==> src/rtl/dco_step_pkg.sv <==
package dco_step_pkg;
  localparam int NFIELD = 5;

  // field widths, index 0 is the lightest (fine 4), index 4 the coarse field
  function automatic int fld_w(input int k);
    case (k)
      0: return 3;
      1: return 2;
      2: return 5;
      3: return 3;
      default: return 6;
    endcase
  endfunction

  function automatic int fld_lsb(input int k);
    int s = 0;
    for (int j = 0; j < k; j++) s += fld_w(j);
    return s;
  endfunction

  function automatic int th_w(input int k);
    return (1 << fld_w(k)) - 1;
  endfunction

  function automatic int th_lsb(input int k);
    int s = 0;
    for (int j = 0; j < k; j++) s += th_w(j);
    return s;
  endfunction

  localparam int WORD_W  = fld_lsb(NFIELD);
  localparam int THERM_W = th_lsb(NFIELD);
endpackage

==> src/rtl/dco_field_step.sv <==
module dco_field_step #(
  parameter int W = 3
) (
  input  logic [W-1:0] val_i,
  input  logic         up_i,
  input  logic         dn_i,
  output logic [W-1:0] val_o,
  output logic         up_o,
  output logic         dn_o
);
  localparam logic [W-1:0] TOP = '1;

  always_comb begin
    val_o = val_i;
    up_o  = 1'b0;
    dn_o  = 1'b0;
    if (up_i) begin
      if (val_i == TOP) begin
        val_o = '0;
        up_o  = 1'b1;
      end else begin
        val_o = val_i + W'(1);
      end
    end else if (dn_i) begin
      if (val_i == '0) begin
        val_o = TOP;
        dn_o  = 1'b1;
      end else begin
        val_o = val_i - W'(1);
      end
    end
  end
endmodule

==> src/rtl/dco_therm_dec.sv <==
module dco_therm_dec #(
  parameter int W = 3,
  parameter int N = (1 << W) - 1
) (
  input  logic [W-1:0] code_i,
  output logic [N-1:0] therm_o
);
  for (genvar i = 0; i < N; i++) begin : g_bit
    assign therm_o[i] = (code_i > W'(i));
  end
endmodule

==> src/rtl/dco_code_stepper.sv <==
module dco_code_stepper
  import dco_step_pkg::*;
(
  input  logic        clk,
  input  logic        rst_n,
  input  logic        inc_i,
  input  logic        dec_i,
  input  logic        load_i,
  input  logic [18:0] load_word_i,
  output logic [5:0]  coarse_o,
  output logic [2:0]  fine1_o,
  output logic [4:0]  fine2_o,
  output logic [1:0]  fine3_o,
  output logic [2:0]  fine4_o,
  output logic [62:0] coarse_en_o,
  output logic [6:0]  fine1_th_o,
  output logic [30:0] fine2_th_o,
  output logic [2:0]  fine3_th_o,
  output logic [6:0]  fine4_th_o
);
  logic [WORD_W-1:0]  word_q, word_d, word_step;
  logic [THERM_W-1:0] therm_q, therm_d;
  logic [NFIELD:0]    up_c, dn_c;
  logic               step_ok, word_en;

  // a lone strobe enters at the lightest field
  assign up_c[0] = inc_i & ~dec_i;
  assign dn_c[0] = dec_i & ~inc_i;

  for (genvar g = 0; g < NFIELD; g++) begin : g_fld
    localparam int LO  = fld_lsb(g);
    localparam int FW  = fld_w(g);
    localparam int TLO = th_lsb(g);
    localparam int TW  = th_w(g);

    dco_field_step #(.W(FW)) u_step (
      .val_i (word_q[LO +: FW]),
      .up_i  (up_c[g]),
      .dn_i  (dn_c[g]),
      .val_o (word_step[LO +: FW]),
      .up_o  (up_c[g+1]),
      .dn_o  (dn_c[g+1])
    );

    dco_therm_dec #(.W(FW), .N(TW)) u_dec (
      .code_i  (word_d[LO +: FW]),
      .therm_o (therm_d[TLO +: TW])
    );
  end

  // carry or borrow out of the coarse field means the word is at an end
  assign step_ok = (up_c[0] | dn_c[0]) & ~up_c[NFIELD] & ~dn_c[NFIELD];
  assign word_en = load_i | step_ok;

  always_comb begin
    word_d = word_q;
    if (load_i)       word_d = load_word_i;
    else if (step_ok) word_d = word_step;
  end

  always_ff @(posedge clk or negedge rst_n) begin
    if (!rst_n) begin
      word_q  <= '0;
      therm_q <= '0;
    end else if (word_en) begin
      word_q  <= word_d;
      therm_q <= therm_d;
    end
  end

  assign fine4_o     = word_q[fld_lsb(0) +: fld_w(0)];
  assign fine3_o     = word_q[fld_lsb(1) +: fld_w(1)];
  assign fine2_o     = word_q[fld_lsb(2) +: fld_w(2)];
  assign fine1_o     = word_q[fld_lsb(3) +: fld_w(3)];
  assign coarse_o    = word_q[fld_lsb(4) +: fld_w(4)];
  assign fine4_th_o  = therm_q[th_lsb(0) +: th_w(0)];
  assign fine3_th_o  = therm_q[th_lsb(1) +: th_w(1)];
  assign fine2_th_o  = therm_q[th_lsb(2) +: th_w(2)];
  assign fine1_th_o  = therm_q[th_lsb(3) +: th_w(3)];
  assign coarse_en_o = therm_q[th_lsb(4) +: th_w(4)];
endmodule

==> config.mk <==
export PLATFORM = sky130hd
export DESIGN_NAME = dco_code_stepper
export DESIGN_NICKNAME = d
export VERILOG_FILES = /design/src/rtl/dco_step_pkg.sv /design/src/rtl/dco_field_step.sv /design/src/rtl/dco_therm_dec.sv /design/src/rtl/dco_code_stepper.sv
export SDC_FILE = /design/constraint.sdc
export NUM_CORES = 1
export LEC_CHECK = 0
export ABC_AREA = 0
export CORE_MARGIN = 4
export CORE_UTILIZATION = 25
export CTS_BUF_LIST = sky130_fd_sc_hd__clkbuf_4 sky130_fd_sc_hd__clkbuf_8
export DETAILED_ROUTE_END_ITERATION = 7
export PLACE_DENSITY = 0.43
export RECOVER_POWER = 25
export SYNTH_ARGS = -nofsm -noshare
export SYNTH_HDL_FRONTEND = slang
export SYNTH_SLANG_ARGS = --single-unit
==> constraint.sdc <==
create_clock -name clk -period 3.9 [get_ports clk]
set_clock_uncertainty 0.1 [all_clocks]
set_input_delay 0.39 -clock clk [delete_from_list [all_inputs] [get_ports clk]]
set_output_delay 0.39 -clock clk [all_outputs]
set_load 0.1 [all_outputs]
# Yosys cells after proc, flatten, opt, wreduce, memory -nomap -nowiden
# Cells that the tools add are included.
dict set report word_totals {
  mem_bits_ro 0
  output_inout_bits 130
  mem_bits_rw 0
  latch_bits 0
  regBits 130
  input_bits 24
  mem_count 0
  wordCells 190
}
dict set report op_classes {
  n_shift 0
  n_eq_ne 5
  n_bitwise 10
  reduce_logical 5
  multipliers 0
  order_cmp 111
  muxes 47
  addsub 10
  div_mod_pow 0
}
# cell n
set op_table {}
lappend op_table {{$gt 6x6->1 const B} 31}
lappend op_table {{$gt 6x5->1 const B} 16}
lappend op_table {{$gt 5x5->1 const B} 15}
lappend op_table {{$gt 6x4->1 const B} 8}
lappend op_table {{$gt 5x4->1 const B} 8}
lappend op_table {{$mux 19} 2}
lappend op_table {{$mux 1} 25}
lappend op_table {{$gt 6x3->1 const B} 4}
lappend op_table {{$mux 3} 8}
lappend op_table {{$mux 6} 4}
lappend op_table {{$gt 5x3->1 const B} 4}
lappend op_table {{$mux 5} 4}
lappend op_table {{$gt 3x3->1 const B} 6}
lappend op_table {{$gt 3x1->1 const B} 4}
lappend op_table {{$gt 3x2->1 const B} 4}
lappend op_table {{$gt 6x1->1 const B} 2}
lappend op_table {{$gt 6x2->1 const B} 2}
lappend op_table {{$gt 5x1->1 const B} 2}
lappend op_table {{$gt 5x2->1 const B} 2}
lappend op_table {{$mux 2} 4}
lappend op_table {{$add 3x1->3 const B} 2}
lappend op_table {{$add 6x1->6 const B} 1}
lappend op_table {{$eq 3x3->1 const B} 2}
lappend op_table {{$eq 6x6->1 const B} 1}
lappend op_table {{17 further kinds} 27}

# Logic depth before layout (Yosys ltp)
# Gate-level depths: netlist (run 1).
dict set report depth {
  ltp_word 17
  mapped_depth 15
}

# Hierarchy
# A second synthesis (run 1) with hierarchy kept.
dict set report hier_totals {
  cells_unflattened 686
  hier_area_um2 7278.2
}
# module cells_each area_per_inst_um2 seq_area_each_um2 instances
set by_module_without_submodules {}
lappend by_module_without_submodules {dco_code_stepper 363 5188.7 3253.1 1}
lappend by_module_without_submodules {{dco_therm_dec at g_fld[4].u_dec} 109 635.6 0.0 1}
lappend by_module_without_submodules {{dco_field_step at g_fld[4].u_step} 45 365.4 0.0 1}
lappend by_module_without_submodules {{dco_field_step at g_fld[0].u_step ...} 21 157.7 0.0 2}
lappend by_module_without_submodules {{dco_therm_dec at g_fld[2].u_dec} 57 305.3 0.0 1}
lappend by_module_without_submodules {{dco_field_step at g_fld[2].u_step} 38 262.8 0.0 1}
lappend by_module_without_submodules {{dco_therm_dec at g_fld[0].u_dec ...} 7 47.5 0.0 2}
lappend by_module_without_submodules {{dco_field_step at g_fld[1].u_step} 15 92.6 0.0 1}
lappend by_module_without_submodules {{dco_therm_dec at g_fld[1].u_dec} 3 17.5 0.0 1}

# Worst setup path after synthesis (run 1)
# No wires, ideal clock.
dict set report synth_timing {
  path_kind {reg-to-reg}
  start {reg word_q[5]}
  end {reg therm_q[101]}
  arrival_time_ns 3.755
  stages_incl_launch_ff 15
  n_path_buf 4
  path_slack_ns -0.038
  synth_period_minus_slack_ns 3.938
  t_required_ns 3.717
  path_cell_list {dfrtp_1 > ha_1 > and3_1 > ha_1 > and4_1 > clkbuf_1 > a41o_1 > buf_2 > a21oi_1 > clkbuf_1 > a21oi_1 > o21ai_1 > buf_2 > nand2_1 > o21ai_0}
}
dict set report synth_between {
  elab_chain_cells 13
}
# element line
set synth_rtl {}
lappend synth_rtl {{from (decl)} dco_code_stepper.sv:21} ;# logic [WORD_W-1:0] word_q, word_d, word_step;
lappend synth_rtl {{from (signal assigned)} dco_code_stepper.sv:66} ;# word_q <= word_d;
lappend synth_rtl {{$logic_not 5->1} dco_field_step.sv:25} ;# if (val_i == '0) begin
lappend synth_rtl {{$mux 1} dco_field_step.sv:25}
lappend synth_rtl {{$mux 1} dco_field_step.sv:24} ;# end else if (dn_i) begin
lappend synth_rtl {{$mux 1} dco_field_step.sv:17} ;# if (up_i) begin
lappend synth_rtl {{$mux 1} dco_field_step.sv:24}
lappend synth_rtl {{$mux 1} dco_field_step.sv:17}
lappend synth_rtl {{$mux 1} dco_field_step.sv:24}
lappend synth_rtl {{$mux 1} dco_field_step.sv:17}
lappend synth_rtl {{$not 1->1} dco_code_stepper.sv:52} ;# assign step_ok = (up_c[0] | dn_c[0]) & ~up_c[NFIELD] & ~dn_c[NFIELD];
lappend synth_rtl {{$and 1x1->1} dco_code_stepper.sv:52}
lappend synth_rtl {{$mux 19} dco_code_stepper.sv:58} ;# else if (step_ok) word_d = word_step;
lappend synth_rtl {{$mux 19} dco_code_stepper.sv:57} ;# if (load_i) word_d = load_word_i;
lappend synth_rtl {{$gt 6x6->1} dco_therm_dec.sv:9} ;# assign therm_o[i] = (code_i > W'(i));
lappend synth_rtl {{to (signal assigned)} dco_code_stepper.sv:67} ;# therm_q <= therm_d;
lappend synth_rtl {{to (decl)} dco_code_stepper.sv:22} ;# logic [THERM_W-1:0] therm_q, therm_d;
# Parallel ways exist; a longest one is shown, timed or not.
# A chain may end at the register's enable or synchronous reset.

# Final worst setup path (run 1)
dict set report layout_timing {
  start {reg word_q[5]}
  end {reg therm_q[108]}
}
# The elaborated chain is that of the path after synthesis.

==> impl_results.md, run 1 <==
- Ys flop type: dfrtp_1
- Synthesis-to-finish area growth: 39.4%
- Mean Syn Cell Area: 9.09 sq um
- CTS sink count: 129
- Psw: 2.73 mW
- Max cap viols: 1
- Clock Root Buffer: clkbuf_8
- Crit path DAT: around 3900 ps
- CP Class: flop to flop
- Total number of yosys warnings: 0
- Post-cts sizing count: 0
- First-pass GRT wire length: 38300 um
- CP max-delay cell: or4b_1
- Yosys top cell by area: dfrtp_1
- Global route hottest layer: met2
- Crit path capture type: flop
- Reg power frac: 30.2%
- 1st-pass router iterations: 5
- Die Span X: 170 um
- Worst VDD drop: 300 uV
- Seq/Total Area, Yosys: between 40% and 50%
- Core ar.: approximately 25000 sq um
- Status: finished with violations
- Tmin final: 3700 ps
- Setup TNS: 0 ps
- Clock share of power: 23.9%
- Routability cong.: 0.861
- Power Dens Cells: 615 nW/um^2
- WP buf/inv: 4
- Asr flop ratio synth: 100%
- Worst-Margin Slew: 2120 ps
- P_int: 2.87 mW
- Global Route Usage Sum: around 17%
- Final setup viols: 0
- Failing checks: max-capacitance violations, max-slew violations
- Worst hold path type: flop to flop
- Clk slew on worst S/H paths: 80 ps
- Combinational Power Share: 45.9%
- Seq cells post-synth: 129
- Largest cells by area after synthesis: dfrtp_1 49%, nand2_1 5.6%, o21ai_0 5.4%
- Most common cell after layout, fill and taps aside: clkdlybuf4s50_1
- Post-synth EDFFs: 0
- Family with the most delay on the worst path: simple AND/OR/NAND/NOR gates
- Area share of the largest cell type after synthesis: 49.4%
- Final Hold Fails: 0
- Initial Util: between 20% and 30%
- Total CTS buffers: 17
- Max incr delay on CP: around 610 ps
- Share of cells above drive strength 1: 11.0%
- Layout Utilization: 35.7%
- Post-synth cell types: 75
- Met2 Track Usage GR: 26.4%
- Drt via density: 4.96
- Static leakage: 3.66 nW
- Initial antenna violation count: 0
- Full die area: 28800 sq um
- Routed WL per cell: 19.6 um
- Power, Total: 5.60 mW
- Multi-input logic area: 2980 sq um
- Netlist Area Pre-Place: 6530 sq um
- Slew headroom: -41.5%
- Vias in the first global route: 6347
- Worst skew pair latency: roughly 440 ps
- Clock Path Buffers: 2
- F_max: 270 MHz
- Nets: about 930
- Met1 Usage GRT: 24.1%
- CTS tree: yes
- Worst path cell trace: inv_1 -> ha_1 -> or4b_1 -> nor4_2 -> a21oi_1 -> buf_4 -> nor3_1 -> nor2_1 -> inv_1 -> buf_4 -> nor2_1 -> o31ai_1
- Syn_nets: 760
- RSZ-0062 raised after global routing: no
- WHS: 380 ps
- I/O Pins: 154
- Most frequent cells in the layout: 152 x clkdlybuf4s50_1, 127 x dfrtp_1, 96 x nand2_1, 73 x nor2_1, 70 x o21ai_0
- Final Cycle Share: 94.8%
- Post-DP HPWL: 17200 um
- Row count: 58
- I/O Buffers: 153
- Grt met3 use: 3.47%
- Fin. max-slew vios: a little over 80
- # DRC: 0
- Final wirelength: 24100 um
- Critical Path RT: 4120 ps
- Die H: 170 um
- Vias post-DR: 6090
- H-Tree Depth: 4
- Sequential cell area: about 3200 sq um
- Routed Antenna Nets: 0
- Total gr overflow: 0
- Net Sw Frac: roughly half
- Diode count: 0
- Largest fanout on the critical path: 14
- DRT iter0 DRCs: 415
- Fillcell total: 2633
- Nature of the critical path startpoint: flop
- Post-Syn Instances: approximately 720
- Largest net degree at the start of global routing: 81
-- metrics by stage --
stage          worst slack, ps  std cells  area (sq um)
3_5_place_dp               180       1197          8650
5_1_grt                   15.8       1228          9100
3_3_place_gp               275       1197          8650
2_1_floorplan             68.8        718          6530
4_1_cts                    235       1228          9110
6_report                   203       1228          9100
-- cell usage after synthesis (3+ instances only) --
cell	count
buf_1	3
xnor2_1	3
nand3_1	19
and3_1	8
nand2b_1	3
a211oi_1	10
inv_1	21
nor3_1	13
a21oi_2	3
buf_4	3
o21a_1	6
a31oi_1	13
nor2_1	74
nor4_1	8
clkbuf_1	30
and2_1	3
a311oi_1	3
o31ai_1	11
ha_1	18
nand4_1	5
o21ai_0	70
o22ai_1	10
a221o_1	4
dfrtp_1	129
a21oi_1	50
a21o_1	4
o211ai_1	10
buf_2	14
or4_1	4
a22oi_1	3
mux2i_1	3
o21ai_1	10
nand2_1	97
-- sequential cells by signal (all words and copies together) (netlist names) --
signal and count:
word_q 19, therm_q 110
-- worst min-delay path: stages (launching register included) --
cell	delay [ps]
dfrtp_1	350
nand2_1	50
nand2_1	50
-- final timing paths --
path	slack, ps	to	depth (start not counted)	start
worst min register to register	380	therm_q[44]$_DFFE_PN0P_	2	therm_q[44]$_DFFE_PN0P_
worst min-delay path	380	therm_q[44]$_DFFE_PN0P_	2	therm_q[44]$_DFFE_PN0P_
min in group asynchronous	980	word_q[0]$_DFFE_PN0P_	2	rst_n
worst max register to register	200	therm_q[108]$_DFFE_PN0P_	12	word_q[5]$_DFFE_PN0P_
max in group asynchronous	1040	therm_q[95]$_DFFE_PN0P_	3	rst_n
worst max-delay path	200	therm_q[108]$_DFFE_PN0P_	12	word_q[5]$_DFFE_PN0P_
-- power groups by stage --
stage	combinational, mW	clock (mW)	sequential, mW
floorplan	0.506	0	3.04
global placement	2.59	0	1.72
detailed placement	2.59	0	1.71
CTS	2.60	1.38	1.69
global route	2.70	1.43	1.72
finish	2.57	1.34	1.69
-- cell type report --
class,count,share of cell area [%]
repair buffers,203,21.4
flip-flops and latches,129,35.5
well taps,330,4.54
clock inverters,13,2.32
inverters,21,0.866
clock buffers,17,2.57
multi-input cells,515,32.8
-- kinds of logic (layout without fill, tap and decap cells) --
| family | Yosys count | after routing | share of synthesized area (%) |
|---|---|---|---|
| multiplexers | 4 | 4 | 0.632 |
| adder cells (fa/ha/maj) | 18 | 18 | 3.45 |
| XOR/XNOR | 5 | 5 | 0.671 |
| flip-flops | 129 | 129 | 49.4 |
| AO/OA/AOI/OAI | 236 | 236 | 22.9 |
| AND/OR/NAND/NOR | 252 | 252 | 17.8 |
| buffers and inverters | 74 | 254 | 5.10 |
-- what timing repair did --
item	in CTS	in global routing
buffers inserted	0	0
hold buffers	1	0
endpoints found under the hold margin	78	0
-- metal layers --
metal	vias up	wire, um
li1	2930	-
met1	2946	11500
met2	191	11000
met3	23	1240
met4	0	366
met5	-	0
(Power assumes the default switching activity.)
==> run 2, diff against run 1 <==
--- a/config.mk
+++ b/config.mk
@@ -6,11 +6,13 @@
 export NUM_CORES = 1
 export LEC_CHECK = 0
 export ABC_AREA = 0
+export CELL_PAD_IN_SITES_DETAIL_PLACEMENT = 1
+export CELL_PAD_IN_SITES_GLOBAL_PLACEMENT = 1
 export CORE_MARGIN = 4
 export CORE_UTILIZATION = 25
 export CTS_BUF_LIST = sky130_fd_sc_hd__clkbuf_4 sky130_fd_sc_hd__clkbuf_8
 export DETAILED_ROUTE_END_ITERATION = 7
-export PLACE_DENSITY = 0.43
+export PLACE_DENSITY = 0.56
 export RECOVER_POWER = 25
 export SYNTH_ARGS = -nofsm -noshare
 export SYNTH_HDL_FRONTEND = slang
==> constraint.sdc (replaced) <==
create_clock -name clk -period 3.2 [get_ports clk]
set_clock_uncertainty 0.1 [all_clocks]
set_input_delay 0.32 -clock clk [delete_from_list [all_inputs] [get_ports clk]]
set_output_delay 0.32 -clock clk [all_outputs]
set_load 0.1 [all_outputs]
==> run 2 against run 1 <==
Compared with the run above: the flow finishes with violations (max-capacitance violations, negative setup slack); count of clock-buffer cells in the layout did not move; die area unchanged; fmax rose by 16%; worst setup slack worse by 200 ps; hold slack worse by 32 ps; register-to-register slack got worse by 200 ps; critical path type unchanged; largest power group unchanged.
==> impl_results.md, run 2 (synthesis gave the netlist of run 1 again) <==
- Final Cycle Share: 100% (was 94.8%)
- 1st-pass router iterations: 5 (unchanged)
- Pre-CTS WS: -366 ps (was 180 ps)
- Tmin final: 3200 ps (was 3700 ps)
- Initial antenna violation count: 0 (unchanged)
- CP Class: flop to flop (unchanged)
- H-Tree Depth: 4 (unchanged)
- Most common cell after layout, fill and taps aside: buf_4 (was clkdlybuf4s50_1)
- Hold Path End: therm_q[9]$_DFFE_PN0P_ (was therm_q[44]$_DFFE_PN0P_)
- Slew headroom: 0.125% (was -41.5%)
- RR Endpoint: therm_q[94]$_DFFE_PN0P_ (was therm_q[108]$_DFFE_PN0P_)
- Critical Path RT: 3470 ps (was 4120 ps)
- CTS tree: yes (unchanged)
- # DRC: 0 (unchanged)
- Drt via density: 4.96 (about the same)
- Final setup viols: 2 (was 0)
- Vias in the first global route: 6883 (was 6347)
- I/O Buffers: 153 (unchanged)
- Row count: 58 (unchanged)
- P_int: 3.44 mW (was 2.87 mW)
- Setup TNS: -0.199 ps (was 0 ps)
- Initial Util: 25.6% (unchanged)
- Worst-Margin Slew: 1500 ps (was 2120 ps)
- Worst hold path type: input pin to flop (was flop to flop)
- Max cap viols: 1 (unchanged)
- Failing checks: max-capacitance violations, negative setup slack (was max-capacitance violations, max-slew violations)
- Largest registers: therm_q: 110 flops, word_q: 19 flops (unchanged)
- Net Sw Frac: 51.0% (was 48.7%)
- Reg power frac: 29.3% (was 30.2%)
- Combinational Power Share: 49.7% (was 45.9%)
- Total CTS buffers: 17 (unchanged)
- Crit path capture type: flop (unchanged)
- I/O Pins: 154 (unchanged)
- Worst VDD drop: 361 uV (was 300 uV)
- Clock Root Buffer: clkbuf_8 (unchanged)
- Final WS setup: -0.189 ps (was 203 ps)
- Most frequent cells in the layout: 178 x buf_4, 119 x dfrtp_1, 94 x nand2_1, 92 x clkdlybuf4s50_1, 70 x nor2_1 (was 152 x clkdlybuf4s50_1, 127 x dfrtp_1, 96 x nand2_1, 73 x nor2_1, 70 x o21ai_0)
- Hold path depth: 3 (was 2)
- Worst flop-to-flop path startpoint: word_q[6]$_DFFE_PN0P_ (was word_q[5]$_DFFE_PN0P_)
- Worst skew pair latency: 450 ps (was 440 ps)
- Clock Path Buffers: 2 (unchanged)
- Vias post-DR: 6572 (was 6090)
- Post-DP HPWL: 19400 um (was 17200 um)
- Die Span X: 170 um (unchanged)
- CTS sink count: 129 (unchanged)
- First-pass GRT wire length: 40800 um (was 38300 um)
- Share of cells above drive strength 1: 32.2% (was 11.0%)
- Power Dens Cells: 683 nW/um^2 (was 615 nW/um^2)
- RSZ-0062 raised after global routing: yes (was no)
- Core ar.: 25500 sq um (unchanged)
- Routed Antenna Nets: 0 (unchanged)
- Layout Utilization: 40.3% (was 35.7%)
- Clk slew on worst S/H paths: 100 ps (was 80 ps)
- Routed WL per cell: 20.1 um (was 19.6 um)
- Status: finished with violations (unchanged)
- Clock share of power: 21.0% (was 23.9%)
- DRT iter0 DRCs: 291 (was 415)
- Synthesis-to-finish area growth: 57.2% (was 39.4%)
- Die H: 170 um (unchanged)
- Nature of the critical path startpoint: flop (unchanged)
- Static leakage: 4.31 nW (was 3.66 nW)
- F_max: 312 MHz (was 270 MHz)
- Largest fanout on the critical path: 4 (was 14)
- Reg2reg setup slack: -0.2 ps (was 200 ps)
- HP Start: load_word_i[4] (was therm_q[44]$_DFFE_PN0P_)
- Top reg by flops: therm_q (unchanged)
- R2R depth: 10 (was 12)
- Global Route Usage Sum: 18.0% (was 16.9%)
- Final wirelength: 26700 um (was 24100 um)
- Max FFs per register: 110 (unchanged)
- Routability cong.: 0.841 (was 0.861)
- Crit path DAT: 3470 ps (was 3920 ps)
- Nets: 1025 (was 929)
- Largest net degree at the start of global routing: 57 (was 81)
- Diode count: 0 (unchanged)
- Full die area: 28800 sq um (unchanged)
- Total gr overflow: 0 (unchanged)
- Psw: 3.57 mW (was 2.73 mW)
- Final Hold Fails: 0 (unchanged)
- Fin. max-slew vios: 0 (was 81)
## run 2: cell types whose count changed in the layout (fill, tap and decap cells not counted), sizes merged
| cell | previous run | this run |
|---|---|---|
| clkbuf | 20 | 24 |
| inv | 22 | 29 |
| buf | 47 | 199 |
| bufinv | 5 | 1 |
| clkdlybuf4s50 | 152 | 92 |
| clkinv | 3 | 2 |
## run 2: worst max-delay path by stage
stage	start	endpoint	slack [ps]
2_1_floorplan	word_q[5]$_DFFE_PN0P_	therm_q[76]$_DFFE_PN0P_	-110
3_3_place_gp	dec_i	therm_q[80]$_DFFE_PN0P_	-300
3_5_place_dp	dec_i	therm_q[100]$_DFFE_PN0P_	-370
4_1_cts	word_q[6]$_DFFE_PN0P_	therm_q[100]$_DFFE_PN0P_	-20
5_1_grt	word_q[6]$_DFFE_PN0P_	therm_q[62]$_DFFE_PN0P_	-90
6_report	word_q[6]$_DFFE_PN0P_	therm_q[94]$_DFFE_PN0P_	-0.2
## run 2: cell type report
type / instances / area, sq um
timing repair buffer: 299 / 2690
clock buffer: 17 / 234
fill: 2893 / 15200
multi-input combinational: 515 / 3420
tap: 330 / 413
clock inverter: 15 / 165
inverter: 21 / 86.3
sequential: 129 / 3260
## run 2: layer usage
metal,part of all wire (%),GRT usage (%),routed length [um],up-vias
li1,-,-,-,3131
met1,48,25.8,12800,3302
met2,47,28.9,12700,128
met3,3.6,3.28,967,11
met4,0.84,3.40,225,0
met5,0,0,0,-
## run 2: what timing repair did
item | CTS | global route
gates resized for setup | 12 | 76
pin swaps | 1 | 20
gates cloned | 0 | 6
hold buffers | 1 | 0
hold endpoints to repair | 54 | 0
setup endpoints to repair | 31 | 96
buffers inserted | 1 | 11
## run 2: per-stage QoR
stage / cell area, sq um / power, mW / hold slack, ps / std cells
2_1_floorplan: 6750 / 4.38 / -75.6 / 718
3_3_place_gp: 9270 / 5.39 / 363 / 1275
3_5_place_dp: 9270 / 5.41 / 363 / 1275
4_1_cts: 9760 / 6.92 / 335 / 1309
5_1_grt: 10300 / 7.31 / 368 / 1326
6_report: 10300 / 7.01 / 349 / 1326
## run 2: power groups by stage
| stage | registers, mW | logic [mW] | clock network, mW |
|---|---|---|---|
| floorplan | 3.72 | 0.661 | 0 |
| global placement | 2.09 | 3.31 | 0 |
| detailed placement | 2.08 | 3.32 | 0 |
| CTS | 2.06 | 3.35 | 1.52 |
| global route | 2.09 | 3.64 | 1.59 |
| finish | 2.05 | 3.48 | 1.47 |
## run 2: worst max-delay path, stage by stage (launching register included)
cell,delay (ps)
dfrtp_4,530
inv_4,80
ha_4,130
or4b_4,500
or3_4,410
or4b_4,520
a31oi_4,150
a221o_2,250
clkbuf_16,190
a41oi_1,110
o21ai_1,150
==> run 3, diff against run 2 <==
--- a/config.mk
+++ b/config.mk
@@ -12,8 +12,9 @@
 export CORE_UTILIZATION = 25
 export CTS_BUF_LIST = sky130_fd_sc_hd__clkbuf_4 sky130_fd_sc_hd__clkbuf_8
 export DETAILED_ROUTE_END_ITERATION = 7
-export PLACE_DENSITY = 0.56
+export PLACE_DENSITY = 0.54
 export RECOVER_POWER = 25
+export REMOVE_ABC_BUFFERS = 1
 export SYNTH_ARGS = -nofsm -noshare
 export SYNTH_HDL_FRONTEND = slang
 export SYNTH_SLANG_ARGS = --single-unit
==> constraint.sdc (replaced) <==
create_clock -name clk -period 3 [get_ports clk]
set_clock_uncertainty 0.1 [all_clocks]
set_input_delay 0.3 -clock clk [delete_from_list [all_inputs] [get_ports clk]]
set_output_delay 0.3 -clock clk [all_outputs]
set_load 0.1 [all_outputs]
==> run 3 against run 2 <==
Compared with the run above: the run ends with negative setup slack left; fmax up 1.1%; hold slack better by 6.6 ps; first-iteration DRC count is 1.0% lower; combinational power rose by 13%; critical endpoint is now therm_q[76]$_DFFE_PN0P_; largest power group unchanged; highest routed layer unchanged.
==> impl_results.md, run 3 (synthesis gave the netlist of run 1 again) <==
- Non-Filler Cell Area, Final: 10900 sq um (was 10300 sq um)
- R2R depth: 11 (was 10)
- Critical Path RT: 3280 ps (was 3470 ps)
- Static leakage: 4.72 nW (was 4.31 nW)
- Die Span X: 170 um (unchanged)
- P_int: 3.87 mW (was 3.44 mW)
- Worst-Margin Slew: 1260 ps (was 1500 ps)
- Routability cong.: 0.856 (was 0.841)
- Global Route Usage Sum: 18.4% (was 18.0%)
- Total CTS buffers: 17 (unchanged)
- Die H: 170 um (unchanged)
- Setup TNS: -3340 ps (was -0.199 ps)
- Final Instance Count excl. Fillers: 1369 (was 1326)
- Initial Util: 25.6% (unchanged)
- Routed WL per cell: 20.4 um (was 20.1 um)
- Routed Antenna Nets: 0 (unchanged)
- Status: finished with violations (unchanged)
- # DRC: 0 (unchanged)
- RSZ-0062 raised after global routing: yes (unchanged)
- Nature of the critical path startpoint: flop (unchanged)
- Clock Root Buffer: clkbuf_8 (unchanged)
- Layout Utilization: 42.9% (was 40.3%)
- Full die area: 28800 sq um (unchanged)
- Nets: 1068 (was 1025)
- I/O Pins: 154 (unchanged)
- Max cap viols: 0 (was 1)
- Max FFs per register: 110 (unchanged)
- Clk slew on worst S/H paths: 100 ps (about the same)
- Hold path depth: 3 (unchanged)
- Failing checks: negative setup slack (was max-capacitance violations, negative setup slack)
- Initial antenna violation count: 0 (unchanged)
- Crit path capture type: flop (unchanged)
- Most frequent cells in the layout: 272 x buf_4, 128 x dfrtp_1, 91 x nand2_1, 63 x nor2_1, 37 x o21ai_0 (was 178 x buf_4, 119 x dfrtp_1, 94 x nand2_1, 92 x clkdlybuf4s50_1, 70 x nor2_1)
- Largest registers: therm_q: 110 flops, word_q: 19 flops (unchanged)
- Top reg by flops: therm_q (unchanged)
- Net Sw Frac: 49.9% (was 51.0%)
- Diode count: 0 (unchanged)
- DRT iter0 DRCs: 288 (was 291)
- Slew headroom: 16.1% (was 0.125%)
- I/O Buffers: 153 (unchanged)
- Clock Path Buffers: 2 (unchanged)
- H-Tree Depth: 4 (unchanged)
- F_max: 316 MHz (was 312 MHz)
- Post-DP HPWL: 19100 um (was 19400 um)
- Drt via density: 5.05 (was 4.96)
- Placed Instances: 1291 (was 1275)
- Crit path DAT: 3450 ps (was 3470 ps)
- Power Dens Cells: 707 nW/um^2 (was 683 nW/um^2)
- Power, Total: 7.72 mW (was 7.01 mW)
- Share of cells above drive strength 1: 47.2% (was 32.2%)
- Final Cycle Share: 105% (was 100%)
- Combinational Power Share: 50.8% (was 49.7%)
- Worst VDD drop: 528 uV (was 361 uV)
- Fin. max-slew vios: 0 (unchanged)
- Psw: 3.85 mW (was 3.57 mW)
- Total gr overflow: 0 (unchanged)
- Pre-CTS WS: -538 ps (was -366 ps)
- CP Class: flop to flop (unchanged)
- Row count: 58 (unchanged)
- CTS tree: yes (unchanged)
- Most common cell after layout, fill and taps aside: buf_4 (unchanged)
- Tmin final: 3160 ps (was 3200 ps)
- Largest net degree at the start of global routing: 61 (was 57)
- 1st-pass router iterations: 4 (was 5)
- Reg2reg setup slack: -160 ps (was -0.2 ps)
- Largest fanout on the critical path: 7 (was 4)
- Vias post-DR: 6908 (was 6572)
- Worst skew pair latency: 460 ps (was 450 ps)
- Clock share of power: 21.0% (about the same)
- Final setup viols: 49 (was 2)
- First-pass GRT wire length: 42000 um (was 40800 um)
- DP Area: 9110 sq um (was 9270 sq um)
- Reg power frac: 28.2% (was 29.3%)
- Final Hold Fails: 0 (unchanged)
- Worst hold path type: input pin to flop (unchanged)
- Vias in the first global route: 7355 (was 6883)
- Final wirelength: 27900 um (was 26700 um)
- Core ar.: 25500 sq um (unchanged)
- CTS sink count: 129 (unchanged)
- Final WS setup: -165 ps (was -0.189 ps)
- WHS: 355 ps (was 349 ps)
- Synthesis-to-finish area growth: 67.3% (was 57.2%)
[run 3: changes by cell type in the layout (fill, tap and decap cells not counted), moves of 12 or more]
cell	change
a21oi_1	-12
buf_4	+94
buf_6	+14
clkdlybuf4s50_1	-70
o21ai_0	-15
o21ai_2	+15
[run 3: worst paths after layout]
check / startpoint / endpoint
max reg2reg: word_q[6]$_DFFE_PN0P_ / therm_q[76]$_DFFE_PN0P_
min: load_word_i[3] / therm_q[9]$_DFFE_PN0P_
max: word_q[6]$_DFFE_PN0P_ / therm_q[76]$_DFFE_PN0P_
min reg2reg: therm_q[95]$_DFFE_PN0P_ / therm_q[95]$_DFFE_PN0P_
max in group asynchronous: rst_n / word_q[18]$_DFFE_PN0P_
min in group asynchronous: rst_n / therm_q[9]$_DFFE_PN0P_
[run 3: layout make-up]
class	count	area, sq um
clock buffers	20	269
clock inverters	12	146
fillers	2917	14600
inverters	21	81.3
multi-input cells	515	3790
flip-flops and latches	129	3230
well taps	330	413
repair buffers	342	2990
[run 3: metal layers]
layer / track usage (%) / vias to the layer above / part of all wire [%]
met1: 24.2 / 3541 / 45
met3: 3.05 / 32 / 3.4
met5: 0 / - / 0
li1: - / 3201 / -
met2: 31.3 / 134 / 50
met4: 4.87 / 0 / 1.8
[run 3: what timing repair did]
item | 4_1_cts | 5_1_grt
buffers inserted | 18 | 21
pin swaps | 17 | 65
gates cloned | 1 | 7
hold endpoints to repair | 44 | 0
hold buffers | 1 | 0
gates resized for setup | 55 | 180
endpoints found under the setup margin | 101 | 110
[run 3: worst max-delay path, cell delays in order, from the launching register on]
cell       delay, ps
dfrtp_2          440
inv_2             90
ha_4             130
or4b_4           490
or3_4            400
or4b_4           570
a31oi_4          140
a221o_2          200
buf_12           150
buf_6            120
o2111ai_4        100
a21oi_2          150
[run 3: power by group through the flow]
stage | registers (mW) | logic [mW] | clock network (mW)
after detailed placement | 2.21 | 3.50 | 0
after global placement | 2.20 | 3.46 | 0
after floorplan | 3.97 | 0.579 | 0
after CTS | 2.18 | 3.63 | 1.68
final | 2.18 | 3.92 | 1.62
after global routing | 2.21 | 4.09 | 1.76
